**src/rtl/fcmp_pkg.sv**
```systemverilog
package fcmp_pkg;
  typedef enum logic [2:0] {
    PR_UNORD = 3'd0,
    PR_OEQ   = 3'd1,
    PR_UEQ   = 3'd2,
    PR_OLT   = 3'd3,
    PR_ULT   = 3'd4,
    PR_OLE   = 3'd5,
    PR_ULE   = 3'd6,
    PR_RSV   = 3'd7
  } pred_e;

  localparam int FLAG_W       = 5;
  localparam int FLAG_INV_BIT = 4;
endpackage

```
**src/rtl/fcmp_classify.sv**
```systemverilog
module fcmp_classify #(
  parameter int SP_EXP  = 8,
  parameter int SP_FRAC = 23,
  parameter int DP_EXP  = 11,
  parameter int DP_FRAC = 52,
  localparam int DW     = 1 + DP_EXP + DP_FRAC,
  localparam int SW     = 1 + SP_EXP + SP_FRAC,
  localparam int MAG_W  = DP_EXP + DP_FRAC
) (
  input  logic [DW-1:0]    raw,
  input  logic             dbl,
  output logic             sign,
  output logic             zero,
  output logic             nan,
  output logic             snan,
  output logic [MAG_W-1:0] mag
);
  logic exp_ones, frac_nz, qbit;

  // Field extraction per precision; the magnitude is zero-extended so one
  // comparator downstream serves both formats.
  always_comb begin
    if (dbl) begin
      sign     = raw[DW-1];
      exp_ones = &raw[DW-2 -: DP_EXP];
      frac_nz  = |raw[DP_FRAC-1:0];
      qbit     = raw[DP_FRAC-1];
      mag      = raw[MAG_W-1:0];
    end else begin
      sign     = raw[SW-1];
      exp_ones = &raw[SW-2 -: SP_EXP];
      frac_nz  = |raw[SP_FRAC-1:0];
      qbit     = raw[SP_FRAC-1];
      mag      = MAG_W'(raw[SW-2:0]);
    end
  end

  assign nan  = exp_ones & frac_nz;
  assign snan = nan & ~qbit;
  assign zero = (mag == '0);
endmodule

```
**src/rtl/fcmp_relate.sv**
```systemverilog
module fcmp_relate #(
  parameter int MAG_W = 63
) (
  input  logic             a_sign,
  input  logic             a_zero,
  input  logic [MAG_W-1:0] a_mag,
  input  logic             b_sign,
  input  logic             b_zero,
  input  logic [MAG_W-1:0] b_mag,
  output logic             lt,
  output logic             eq
);
  // Sign-magnitude ordering; meaningless (and ignored) when a NaN is present.
  always_comb begin
    if (a_zero && b_zero) begin
      eq = 1'b1;
      lt = 1'b0;
    end else if (a_sign != b_sign) begin
      eq = 1'b0;
      lt = a_sign;
    end else begin
      eq = (a_mag == b_mag);
      lt = a_sign ? (a_mag > b_mag) : (a_mag < b_mag);
    end
  end
endmodule

```
**src/rtl/fcmp_predicate.sv**
```systemverilog
module fcmp_predicate
  import fcmp_pkg::*;
(
  input  pred_e pred,
  input  logic  nan_any,
  input  logic  snan_any,
  input  logic  lt,
  input  logic  eq,
  output logic  res,
  output logic  inv
);
  always_comb begin
    res = 1'b0;
    inv = snan_any;
    unique case (pred)
      PR_UNORD: res = nan_any;
      PR_OEQ:   res = ~nan_any & eq;
      PR_UEQ:   res = nan_any | eq;
      PR_OLT: begin
        res = ~nan_any & lt;
        inv = nan_any;
      end
      PR_ULT:   res = nan_any | lt;
      PR_OLE: begin
        res = ~nan_any & (lt | eq);
        inv = nan_any;
      end
      PR_ULE:   res = nan_any | lt | eq;
      default: begin
        res = 1'b0;
        inv = 1'b0;
      end
    endcase
  end
endmodule

```
**src/rtl/fcmp_unit.sv**
```systemverilog
module fcmp_unit
  import fcmp_pkg::*;
#(
  parameter int SP_EXP  = 8,
  parameter int SP_FRAC = 23,
  parameter int DP_EXP  = 11,
  parameter int DP_FRAC = 52,
  localparam int DW     = 1 + DP_EXP + DP_FRAC,
  localparam int MAG_W  = DP_EXP + DP_FRAC
) (
  input  logic              clk,
  input  logic              rst_n,
  input  logic              in_valid,
  output logic              in_ready,
  input  logic [DW-1:0]     in_a,
  input  logic [DW-1:0]     in_b,
  input  logic              in_dbl,
  input  logic [2:0]        in_pred,
  output logic              out_valid,
  input  logic              out_ready,
  output logic              out_res,
  output logic [FLAG_W-1:0] out_flags
);
  logic             a_sign, a_zero, a_nan, a_snan;
  logic             b_sign, b_zero, b_nan, b_snan;
  logic [MAG_W-1:0] a_mag, b_mag;
  logic             lt, eq, res_c, inv_c, nan_any;
  logic [FLAG_W-1:0] flags_c;

  fcmp_classify #(.SP_EXP(SP_EXP), .SP_FRAC(SP_FRAC), .DP_EXP(DP_EXP), .DP_FRAC(DP_FRAC)) u_cls_a (
    .raw(in_a), .dbl(in_dbl), .sign(a_sign), .zero(a_zero), .nan(a_nan), .snan(a_snan), .mag(a_mag)
  );
  fcmp_classify #(.SP_EXP(SP_EXP), .SP_FRAC(SP_FRAC), .DP_EXP(DP_EXP), .DP_FRAC(DP_FRAC)) u_cls_b (
    .raw(in_b), .dbl(in_dbl), .sign(b_sign), .zero(b_zero), .nan(b_nan), .snan(b_snan), .mag(b_mag)
  );

  fcmp_relate #(.MAG_W(MAG_W)) u_rel (
    .a_sign(a_sign), .a_zero(a_zero), .a_mag(a_mag),
    .b_sign(b_sign), .b_zero(b_zero), .b_mag(b_mag),
    .lt(lt), .eq(eq)
  );

  assign nan_any = a_nan | b_nan;

  fcmp_predicate u_pred (
    .pred(pred_e'(in_pred)), .nan_any(nan_any), .snan_any(a_snan | b_snan),
    .lt(lt), .eq(eq), .res(res_c), .inv(inv_c)
  );

  always_comb begin
    flags_c = '0;
    flags_c[FLAG_INV_BIT] = inv_c;
  end

  // Single output register stage on a valid/ready stream.
  assign in_ready = ~out_valid | out_ready;

  always_ff @(posedge clk) begin
    if (!rst_n) begin
      out_valid <= 1'b0;
      out_res   <= 1'b0;
      out_flags <= '0;
    end else if (in_ready) begin
      out_valid <= in_valid;
      if (in_valid) begin
        out_res   <= res_c;
        out_flags <= flags_c;
      end
    end
  end


  hold_when_stalled_chk: assert property (@(posedge clk) disable iff (!rst_n)
    out_valid && !out_ready |=> out_valid && $stable(out_res) && $stable(out_flags));


  accept_to_out_chk: assert property (@(posedge clk) disable iff (!rst_n)
    in_valid && in_ready |=> out_valid);


  only_invalid_flag_chk: assert property (@(posedge clk) disable iff (!rst_n)
    out_valid |-> out_flags[FLAG_INV_BIT-1:0] == '0);


  reserved_quiet_chk: assert property (@(posedge clk) disable iff (!rst_n)
    in_valid && in_ready && in_pred == 3'd7 |=> !out_res && out_flags == '0);


  olt_nan_signals_chk: assert property (@(posedge clk) disable iff (!rst_n)
    in_valid && in_ready && in_pred == 3'd3 && nan_any |=> !out_res && out_flags[FLAG_INV_BIT]);
endmodule

```
**config.mk**
```make
export PLATFORM = sky130hd
export DESIGN_NAME = fcmp_unit
export DESIGN_NICKNAME = d
export VERILOG_FILES = /design/src/rtl/fcmp_pkg.sv /design/src/rtl/fcmp_classify.sv /design/src/rtl/fcmp_relate.sv /design/src/rtl/fcmp_predicate.sv /design/src/rtl/fcmp_unit.sv
export SDC_FILE = /design/constraint.sdc
export NUM_CORES = 1
export LEC_CHECK = 0
export BUFFER_PORTS_ARGS = -buffer_cell sky130_fd_sc_hd__buf_2
export CORE_MARGIN = 2
export CORE_UTILIZATION = 40
export CTS_CLUSTER_DIAMETER = 60
export DETAILED_ROUTE_END_ITERATION = 7
export PLACE_DENSITY = 0.69
export SYNTH_ARGS = -nofsm -noshare
export SYNTH_HDL_FRONTEND = slang
export SYNTH_HIERARCHICAL = 1
export SYNTH_SLANG_ARGS = --single-unit
export TNS_END_PERCENT = 50
```
**constraint.sdc**
```tcl
create_clock -name clk -period 7.9 [get_ports clk]
set_clock_uncertainty 0.05 [all_clocks]
set_input_delay 1.58 -clock clk [delete_from_list [all_inputs] [get_ports clk]]
set_output_delay 1.58 -clock clk [all_outputs]
set_load 0.01 [all_outputs]
```
Yosys cells after proc, flatten, opt, wreduce, memory -nomap -nowiden
Index checks and enable logic that the tools add are counted.

operators by class
  $lt $le $gt $ge = 2
  reduce and logical (&&, ||, !) cells = 15
  bitwise logic cells = 18
  equal/unequal tests = 8
  multiplexer cells = 17

operators with widths
  cell                  number
  $logic_not A63 Y1     2
  $mux W63              2
  $reduce_or A52 Y1     2
  $eq A63 B63 Y1        1
  $gt A63 B63 Y1        1
  $lt A63 B63 Y1        1
  $reduce_or A23 Y1     2
  $reduce_and A11 Y1    2
  $reduce_and A8 Y1     2
  $mux W1               13
  $eq A3 B3 Y1 const B  3
  $and A1 B1 Y1         7
  $or A1 B1 Y1          7
  $pmux W1 S7           1
  $eq A3 B2 Y1 const B  2
  $reduce_or A5 Y1      1
  $not A1 Y1            4
  $eq A3 B1 Y1 const B  1
  $logic_not A3 Y1      1
  $pmux W1 S2           1
  $reduce_and A2 Y1     1
  $reduce_or A2 Y1      1
  $logic_and A1 B1 Y1   1
  $ne A1 B1 Y1          1

storage, ports and cells
  register bits = 3
  input port bits = 136
  word-level logic and storage cells = 63
  output and inout bits = 8

Logic depth before layout (Yosys ltp)
Gate-level depths: netlist of the first run.

  word-level depth = 8
  gate-level depth with buffers = 17
  depth with buffers taken out = 15

By module
The synthesis of the first run kept the hierarchy.

by module, submodules not included
  module          cells each  area each (sq um)  instances  seq. area each (sq um)
  fcmp_relate     245         1,676.6            1          0.0
  fcmp_classify   107         721.9              2          0.0
  fcmp_unit       20          177.7              1          60.1
  fcmp_predicate  10          76.3               1          0.0

Worst setup path after synthesis of the first run
No wires, ideal clock.

  kind = input to register
  start point = input in_dbl
  end point = register out_res
  setup time = 67 ps
  slack = 3,213 ps
  arrival = 4,570 ps
  cell stages on the path = 16
  required time = 7,783 ps
  path through = buf_6 > clkbuf_1 > and2_1 > inv_1 > ha_1 > nand4_2 > or4_1 > or3_1 > o221a_1 > a31oi_1 > o311a_1 > nand2_1 > or4b_1 > o211ai_1 > nand4_1 > o21ai_2

between the ends
  cells in the longest elaborated chain, start to end = 8

RTL lines
  what                                              RTL line                                                          RTL
  start: declaration                                fcmp_unit.sv:17                                                   input logic in_dbl,
  $mux W63 (*)                                      fcmp_classify.sv:23                                               if (dbl) begin
  net b_mag[37]                                     fcmp_unit.sv:26                                                   logic [MAG_W-1:0] a_mag, b_mag;
  $lt A63 B63 Y1 or $gt A63 B63 Y1 (tied branches)  fcmp_relate.sv:23                                                 lt = a_sign ? (a_mag > b_mag) : (a_mag < b_mag);
  $mux W1                                           fcmp_relate.sv:23
  $mux W1                                           fcmp_relate.sv:18                                                 end else if (a_sign != b_sign) begin
  $mux W1 (*)                                       fcmp_relate.sv:15                                                 if (a_zero && b_zero) begin
  net lt                                            fcmp_unit.sv:27                                                   logic lt, eq, res_c, inv_c, nan_any;
  $or A1 B1 Y1, on equally long branches            fcmp_predicate.sv:23, fcmp_predicate.sv:28, fcmp_predicate.sv:25
  $or A1 B1 Y1 or $and A1 B1 Y1 (tied branches)     fcmp_predicate.sv:28, fcmp_predicate.sv:25
  $pmux W1 S7 (*)                                   fcmp_predicate.sv:15                                              unique case (pred)
  net res_c                                         fcmp_unit.sv:27
  end signal: assignment                            fcmp_unit.sv:66                                                   out_res <= res_c;
  end: declaration                                  fcmp_unit.sv:21                                                   output logic out_res,

The timed path passes the listed nets; every way through them passes the cells marked *.
A chain may end at the register's enable or synchronous reset.

Worst setup path in the final report of the first run
Ends and elaborated chain as after synthesis.

==> results of run 1 <==
kinds of logic after synthesis:
group	count (synthesis)	synth area share [%]
AO/OA/AOI/OAI	71	13.2
XOR/XNOR	2	0.519
adder cells (fa/ha/maj)	63	23.4
buffers and inverters	141	23.5
flip-flops	3	1.78
multiplexers	2	0.667
other	1	0.111
AND/OR/NAND/NOR	206	36.9
layout make-up:
cell class,count,share of cell area (%)
well taps,105,3.53
flip-flops and latches,3,1.62
multi-input cells,348,68.2
repair buffers,139,18.7
inverters,67,6.77
clock buffers,4,1.21
cells in the final DEF, fill, tap and decap left out, drive strengths merged, types with 3 or more instances in the layout:
| master | n |
|---|---|
| buf | 139 |
| inv | 67 |
| and2 | 65 |
| ha | 63 |
| nor4 | 34 |
| a21oi | 32 |
| nand2 | 30 |
| nand4 | 29 |
| nor2 | 15 |
| o21ai | 14 |
| nor3 | 12 |
| nand3 | 8 |
| conb | 4 |
| clkbuf | 4 |
| dfxtp | 3 |
| o31a | 3 |
| a211oi | 3 |
cells in the mapped netlist, drive strengths merged, types with 2 or more instances:
| library cell | instances | area [µm²] |
|---|---|---|
| a2111oi | 2 | 20.0 |
| a211oi | 3 | 22.5 |
| a21boi | 2 | 15.0 |
| a21oi | 32 | 160 |
| a221oi | 2 | 17.5 |
| a31oi | 2 | 12.5 |
| and2 | 65 | 409 |
| buf | 68 | 518 |
| clkbuf | 6 | 22.5 |
| dfxtp | 3 | 60.1 |
| ha | 63 | 788 |
| inv | 67 | 251 |
| mux2 | 2 | 22.5 |
| nand2 | 30 | 113 |
| nand2b | 2 | 20.0 |
| nand3 | 8 | 40.0 |
| nand4 | 29 | 188 |
| nor2 | 15 | 56.3 |
| nor2b | 2 | 12.5 |
| nor3 | 12 | 60.1 |
| nor4 | 34 | 275 |
| o211ai | 2 | 15.0 |
| o21ai | 14 | 77.6 |
| o31a | 3 | 26.3 |
| o31ai | 2 | 15.0 |
| or2 | 2 | 12.5 |
| xor2 | 2 | 17.5 |
worst max-delay path, cell delays in order:
cell,delay [ns]
buf_2,0.67
and2_1,0.23
inv_1,0.04
ha_1,0.31
nand4_2,0.12
or4_1,0.56
or3_1,0.39
o221a_1,0.12
a31oi_1,0.17
o311a_1,0.26
nand2_1,0.07
or4b_1,0.47
o211ai_1,0.11
nand4_1,0.14
o21ai_2,0.08
metrics by stage:
stage / utilization (%) / setup slack (ns) / hold slack [ns]
final: 45.2 / 2.64 / 0.407
after global routing: 45.2 / 2.28 / 0.426
after CTS: 45.2 / 2.66 / 0.409
after detailed placement: 44.7 / 2.43 / 0.406
after global placement: 44.7 / 2.59 / 0.400
after floorplan: - / 3.21 / 0.433
report_power, final:
part	leakage [µW]	switching [µW]	total (µW)	internal, µW
Sequential	0.0000246	0.546	16.6	16.0
Clock	0.0000228	10.6	45.0	34.5
Combinational	0.00180	91.3	169	78.2
worst max path at each step:
| stage | end | slack (ns) |
|---|---|---|
| 2_1_floorplan | out_res$_SDFFE_PN0P_ | 3.21 |
| 3_5_place_dp | out_res$_SDFFE_PN0P_ | 2.43 |
| 5_1_grt | out_res$_SDFFE_PN0P_ | 2.28 |
| 3_3_place_gp | out_res$_SDFFE_PN0P_ | 2.59 |
| 4_1_cts | out_res$_SDFFE_PN0P_ | 2.66 |
| 6_report | out_res$_SDFFE_PN0P_ | 2.64 |
routing by layer:
layer  GRT usage, %  share of wire, %
met5              0                 0
met2           35.2                49
met3           1.41               5.5
met1           22.0                45
met4           3.10              0.78
sequential cells by signal, summed over array words and instances, names as in the netlist:
register,flops
out_flags,1
out_res,1
out_valid,1
==> flow_summary.ini, run 1 <==
[route]
drc = 0
num_vias = 3543
first_pass_iters = 4
avgViaCountPerCell = 5.32
drt-total-wl_mm = 8.93
drt-initial-drc-count = 107
wire_per_inst_um = 13.4
ant_nets = 0

[cts]
clk-insertion-delay-late_ns = 0.22
cts_tree = yes
cts_hold_buf = 0
cts.root.buffer_cell = clkbuf_8
clock-sinks = 3
cts_setup_buffers = 0
post_cts_resized = 0
h-tree-depth = 1
clockBufferDepth = 2
clk_pin_slew_worst_paths_ns = 0.03
numCtsBuffers = 3

[sta]
finalSetupTns_ns = 0
slew_headroom_pct = 40.3
tightest_slew_ns = 0.895
period_minus_slack_ns = 5.26
rsz0062_at_grt = no
fmax_mhz = 190
final_hold_viol_count = 0
setup_viol = 0
drv_slew = 0
finalCritPeriodShare_pct = 66.6

[cells_and_area]
final_cells = 666
seqCellArea_um2 = 60.1
final_nets = 761
nFillCells = 842
drive_gt1_share_pct = 28.5
n_antenna_cell = 0
multiInputGateArea_um2 = 2530
syn2layout_area_growth_pct = 10.2
finalInstanceArea_um2 = 3720

[worst_setup_path]
regToRegSetupSlack_ns = 7.04
critical_path.max_fanout = 76
startpoint_type = input port
r2r-end = out_res$_SDFFE_PN0P_
rr_worst_depth = 3
cp.required_ns = 8.00
worstPathArrival_ns = 5.36
crit_type = input port to flip-flop
reg2reg_from = out_valid$_SDFFE_PN0P_
cp-startpoint = in_dbl
cp-end-kind = flip-flop

[synth]
synth_edf_count = 0
yosysSeqAreaShare_pct = 1.78
syn_avg_cell_area_um2 = 6.90
yosysUniqueCellTypes = 49
syn_inst = 489
yosys_warnings = 6
async_flop_share_pct = 0
syn-cell-area_um2 = 3370
ys_ff_latch = 3
synth_ff_type = dfxtp_1

[worst_hold_path]
hp-class = flip-flop to flip-flop
hold_end = out_flags[4]$_SDFFE_PN0P_
min_path_cells = 2
hold_start = out_flags[4]$_SDFFE_PN0P_

[pwr]
p_leak_uw = 0.00185
power_uw = 231
ir_drop_uv = 35.5
pwr_density_cell_nw_per_um2 = 62.2

[grt]
grt_max_degree = 77
grt_pass1_vias = 3302
grt_first_pass_wirelength_mm = 13.7
grt_overflow_total = 0
track_usage_pct = 18.2
antenna_found_initial = 0

[job]
maxCapViolations = 0

[die]
initial_core_util_pct = 41.1
die_x_um = 95.9
die_h_um = 95.9
rows = 33
ioPinCount = 144
core_area_um2 = 8220
die_area_um2 = 9190

[run_status]
status = finished, final reports clean

[place]
dpl.hpwl_mm = 8.02
place_congestion = 0.881
dp.cells = 662
dpl_cell_area_um2 = 3670
io_buffers = 139
No activity file was read; power rests on OpenSTA's default activity.
==> inputs of run 2 (changes only) <==
Settings changed: ABC_AREA set to 1.
Clock period 7.9 ns to 4.4 ns, I/O delays scaled along.
==> flow_summary.ini, run 2 <==
[worst_setup_path]
startpoint_type = input port
critical_path.max_fanout = 54
crit_type = input port to flip-flop
rr_worst_depth = 3
cp.required_ns = 4.50
critPathTopFamily = simple AND/OR/NAND/NOR gates
cp-startpoint = in_dbl
crit_path_frequent_cell = nand2_1
worstPathArrival_ns = 3.56
crit_path_end = out_res$_SDFFE_PN0P_
cp-end-kind = flip-flop
cp_slowest_stage_delay_ns = 0.31
path_buf_inv = 6
regToRegSetupSlack_ns = 3.62
cp_slowest_cell = buf_2
cp.depth = 26
reg2reg_from = out_valid$_SDFFE_PN0P_
r2r-end = out_res$_SDFFE_PN0P_

[grt]
grt_max_degree = 55
antenna_found_initial = 0
grt_pass1_vias = 4132
grt_first_pass_wirelength_mm = 17.9
track_usage_pct = 18.9
grt_overflow_total = 0

[synth]
yosysUniqueCellTypes = 29
syn_avg_cell_area_um2 = 5.30
yosysTopAreaCell = nand2_1
synth_ff_type = dfxtp_1
yosys-top-cells-count = 236 x nand2_1, 160 x inv_1, 115 x nor2_1
syn_inst = 794
synthTopCellsByArea = nand2_1 21%, ha_1 19%, inv_1 14%, buf_4 12%, nor2_1 10%
yosys_warnings = 6
synth_most_common_cell = nand2_1
syn-cell-area_um2 = 4210
yosysSeqAreaShare_pct = 1.43
synth_top_area_share_pct = 21.0
async_flop_share_pct = 0
ys_ff_latch = 3
synth_edf_count = 0

[die]
rows = 37
die_area_um2 = 11400
initial_core_util_pct = 41.0
ioPinCount = 144
die_x_um = 107
core_area_um2 = 10300
die_h_um = 107

[cts]
clk-insertion-delay-late_ns = 0.21
cts_tree = yes
cts.root.buffer_cell = clkbuf_8
post_cts_resized = 0
h-tree-depth = 1
cts_hold_buf = 0
clockBufferDepth = 2
clock-sinks = 3
numCtsBuffers = 3
clk_pin_slew_worst_paths_ns = 0.03
cts_setup_buffers = 0

[worst_hold_path]
hold_start = out_flags[4]$_SDFFE_PN0P_
hp-class = flip-flop to flip-flop

[cells_and_area]
drive_gt1_share_pct = 24.3
top_regs = out_flags x1, out_res x1, out_valid x1
syn2layout_area_growth_pct = 8.06
utilization_pct = 44.3
final_nets = 1067
n_antenna_cell = 0
finalInstanceArea_um2 = 4550
final_cell_mix = 236 x nand2_1, 160 x inv_1, 139 x buf_2
final_common_cell = nand2_1

[pwr]
pwr_density_cell_nw_per_um2 = 107
p_leak_uw = 0.00305
ir_drop_uv = 195

[route]
first_pass_iters = 5
avgViaCountPerCell = 4.42
wire_per_inst_um = 10.8
drt-total-wl_mm = 10.8
num_vias = 4436
drt-initial-drc-count = 232
ant_nets = 0
drc = 0

[sta]
rsz0062_at_grt = no
timing.hold.ws_ns = 0.421
setup_viol = 0
period_minus_slack_ns = 3.46
finalSetupTns_ns = 0
drv_slew = 0
final_hold_viol_count = 0
fmax_mhz = 289
finalCritPeriodShare_pct = 78.7

[place]
io_buffers = 139
dpl.hpwl_mm = 9.77
dpl_cell_area_um2 = 4500
place_congestion = 0.932

[run_status]
status = finished, final reports clean

[job]
maxCapViolations = 0
-- run 2: metal layers --
metal  wire [µm]  up-vias  track usage, %
met5           0        -               0
met4         227        0            4.17
met3         519       14            1.28
met2        4720      135            32.3
met1        5380     1854            26.1
li1            -     2433               -
-- run 2: kinds of logic after synthesis --
logic type                 share of synthesized area (%)
and+or+nand+nor                                     44.4
buffers and inverters                               30.5
adders and majority gates                           18.7
AOI/OAI and AO/OA                                   4.70
DFF                                                 1.43
xor gates and xnor gates                           0.208
other                                             0.0891
-- run 2: stage by stage --
step / total power [µW] / worst slack (ns) / instances
after CTS: 488 / 0.961 / 1003
after floorplan: 314 / 1.45 / 797
after global placement: 403 / 0.796 / 999
after detailed placement: 404 / 0.764 / 999
after global routing: 552 / 0.574 / 1003
final: 485 / 0.936 / 1003
-- run 2: power by group --
group	total [µW]	internal, µW	switching, µW
clock	78.8	61.7	17.1
sequential	30.5	29.4	1.04
combinational	376	153	223
-- run 2: worst register-to-register path, stage by stage, from the launching register on --
cell and delay (ns):
dfxtp_1 0.33, nand2_2 0.10, a21oi_1 0.14, nor2_1 0.06
-- run 2: layout make-up --
class | count | area [µm²]
fillers | 1210 | 5730
repair buffers | 140 | 716
multi-input cells | 539 | 2880
flip-flops and latches | 3 | 60.1
inverters | 181 | 679
well taps | 136 | 170
clock buffers | 4 | 45.0
-- run 2: how the worst min path moves through the flow --
stage / to / cells after the start
after floorplan: out_flags[4]$_SDFFE_PN0P_ / 2
after global placement: out_res$_SDFFE_PN0P_ / 2
after detailed placement: out_flags[4]$_SDFFE_PN0P_ / 2
after CTS: out_flags[4]$_SDFFE_PN0P_ / 2
after global routing: out_flags[4]$_SDFFE_PN0P_ / 2
final: out_flags[4]$_SDFFE_PN0P_ / 2
==> inputs of run 3 (changes only) <==
Settings changed: ABC_AREA 1 to 0, PLACE_DENSITY 0.69 to 0.72.
Clock period 4.4 ns to 2.9 ns, I/O delays scaled along.
==> flow_summary.ini, run 3 (same netlist as run 1, synthesis figures left out) <==
[run_status]
status = finished with violations
violations = setup timing

[job]
maxCapViolations = 0

[place]
place_congestion = 0.887
io_buffers = 139
dpl.hpwl_mm = 8.91
dpl_cell_area_um2 = 4480

[cells_and_area]
finalInstanceArea_um2 = 4760
n_antenna_cell = 0
final_common_cell = buf_2
syn2layout_area_growth_pct = 41.1
final_nets = 869
drive_gt1_share_pct = 43.3
final_cell_mix = 138 x buf_2, 104 x buf_4, 67 x inv_1
top_regs = out_flags x1, out_res x1, out_valid x1

[worst_hold_path]
min_path_cells = 2
hold_end = out_flags[4]$_SDFFE_PN0P_
hp-class = flip-flop to flip-flop
hold_start = out_flags[4]$_SDFFE_PN0P_

[cts]
clockBufferDepth = 2
cts_tree = yes
cts_hold_buf = 0
clock-sinks = 3
clk-insertion-delay-late_ns = 0.21
h-tree-depth = 1
numCtsBuffers = 3
cts.root.buffer_cell = clkbuf_8
clk_pin_slew_worst_paths_ns = 0.03

[worst_setup_path]
crit_type = input port to flip-flop
r2r-end = out_res$_SDFFE_PN0P_
cp_slowest_stage_delay_ns = 0.54
startpoint_type = input port
regToRegSetupSlack_ns = 2.06
crit_path_frequent_cell = nand4_1
path_cells = buf_6, clkbuf_16, and2_4, ha_1, nand4_1, or4_4, or3_1, o221a_1, a31oi_1, o311a_1, nand2_1, or4b_1, o211ai_1, nand4_1, o21ai_2
cp-end-kind = flip-flop
cp.required_ns = 2.99
cp_slowest_cell = or4_4
worstPathArrival_ns = 3.80
critical_path.max_fanout = 18
reg2reg_from = out_valid$_SDFFE_PN0P_
cp-startpoint = in_dbl
rr_worst_depth = 3

[grt]
grt_pass1_vias = 3817
track_usage_pct = 20.9
grt.busiest_layer = met2
grt_first_pass_wirelength_mm = 15.7
gr-usage-met3_pct = 1.64
antenna_found_initial = 0
met1_usage_pct = 23.6
grt_overflow_total = 0
grt_use_met2_pct = 42.6
grt_max_degree = 39

[route]
ant_nets = 0
drc = 0
num_vias = 3961
first_pass_iters = 6
avgViaCountPerCell = 5.12
wire_per_inst_um = 13.7
drt-initial-drc-count = 162
drt-total-wl_mm = 10.6

[die]
die_x_um = 95.9
die_h_um = 95.9
core_area_um2 = 8220
ioPinCount = 144
rows = 33
die_area_um2 = 9190
initial_core_util_pct = 41.1

[pwr]
ir_drop_uv = 77.9
p_leak_uw = 0.00242
pwr_density_cell_nw_per_um2 = 170

[sta]
rsz0062_at_grt = yes
drv_slew = 0
layout_setup_ws_ns = -0.806
finalSetupTns_ns = -0.806
period_minus_slack_ns = 3.71
fmax_mhz = 270
final_hold_viol_count = 0
setup_viol = 1
finalCritPeriodShare_pct = 128
run 3: changes by cell type in the layout (fill, tap and decap cells not counted), sizes merged, moves of 23 or more:
cell / delta
nand4: +23
nand2: -227
nor4: +32
buf: +105
nor2: -105
inv: -114
and2: +64
run 3: repair_timing:
action                                  in CTS  in global routing
endpoints found under the hold margin        0                  0
pin swaps                                    3                 16
cloned                                       0                  2
buffers inserted                             0                  2
resized for setup                            4                 24
endpoints found under the setup margin       1                  1
run 3: final cells by class:
type,count,area (µm²)
clock buffer,4,45.0
fill,781,3460
inverter,67,251
multi-input combinational,348,2700
sequential,3,60.1
tap,105,131
timing repair buffer,247,1570
run 3: worst max-delay path, delay by kind of cell:
family	cells	cell delay, ns
AO/OA/AOI/OAI	5	0.80
buffers and inverters	2	0.28
adder cells (fa/ha/maj)	1	0.29
AND/OR/NAND/NOR	7	1.83
run 3: stage by stage:
stage / total power, µW / util (%) / setup slack, ns / std cells / hold WS [ns]
detailed placement: 629 / 54.5 / -0.967 / 766 / 0.408
floorplan: 381 / - / -0.616 / 492 / 0.433
CTS: 759 / 55.4 / -0.672 / 770 / 0.411
finish: 810 / 57.9 / -0.806 / 774 / 0.410
global route: 880 / 57.9 / -0.893 / 774 / 0.427
global placement: 607 / 54.5 / -0.822 / 766 / 0.401
run 3: worst max-delay path by stage:
stage | to | slack [ns]
final | out_res$_SDFFE_PN0P_ | -0.81
after detailed placement | out_res$_SDFFE_PN0P_ | -0.97
after floorplan | out_res$_SDFFE_PN0P_ | -0.62
after global placement | out_res$_SDFFE_PN0P_ | -0.82
after CTS | out_res$_SDFFE_PN0P_ | -0.67
after global routing | out_res$_SDFFE_PN0P_ | -0.89
run 3: per-layer routing:
metal	share of wire, %	vias up
met3	5.0	6
met4	0.66	0
met1	42	1816
met2	52	126
li1	-	2013
met5	0	-
run 3: report_power, final:
part / leakage (µW) / switching (µW) / internal [µW]
sequential: 0.0000246 / 1.53 / 43.7
combinational: 0.00237 / 303 / 342
clock: 0.0000228 / 26.7 / 93.7
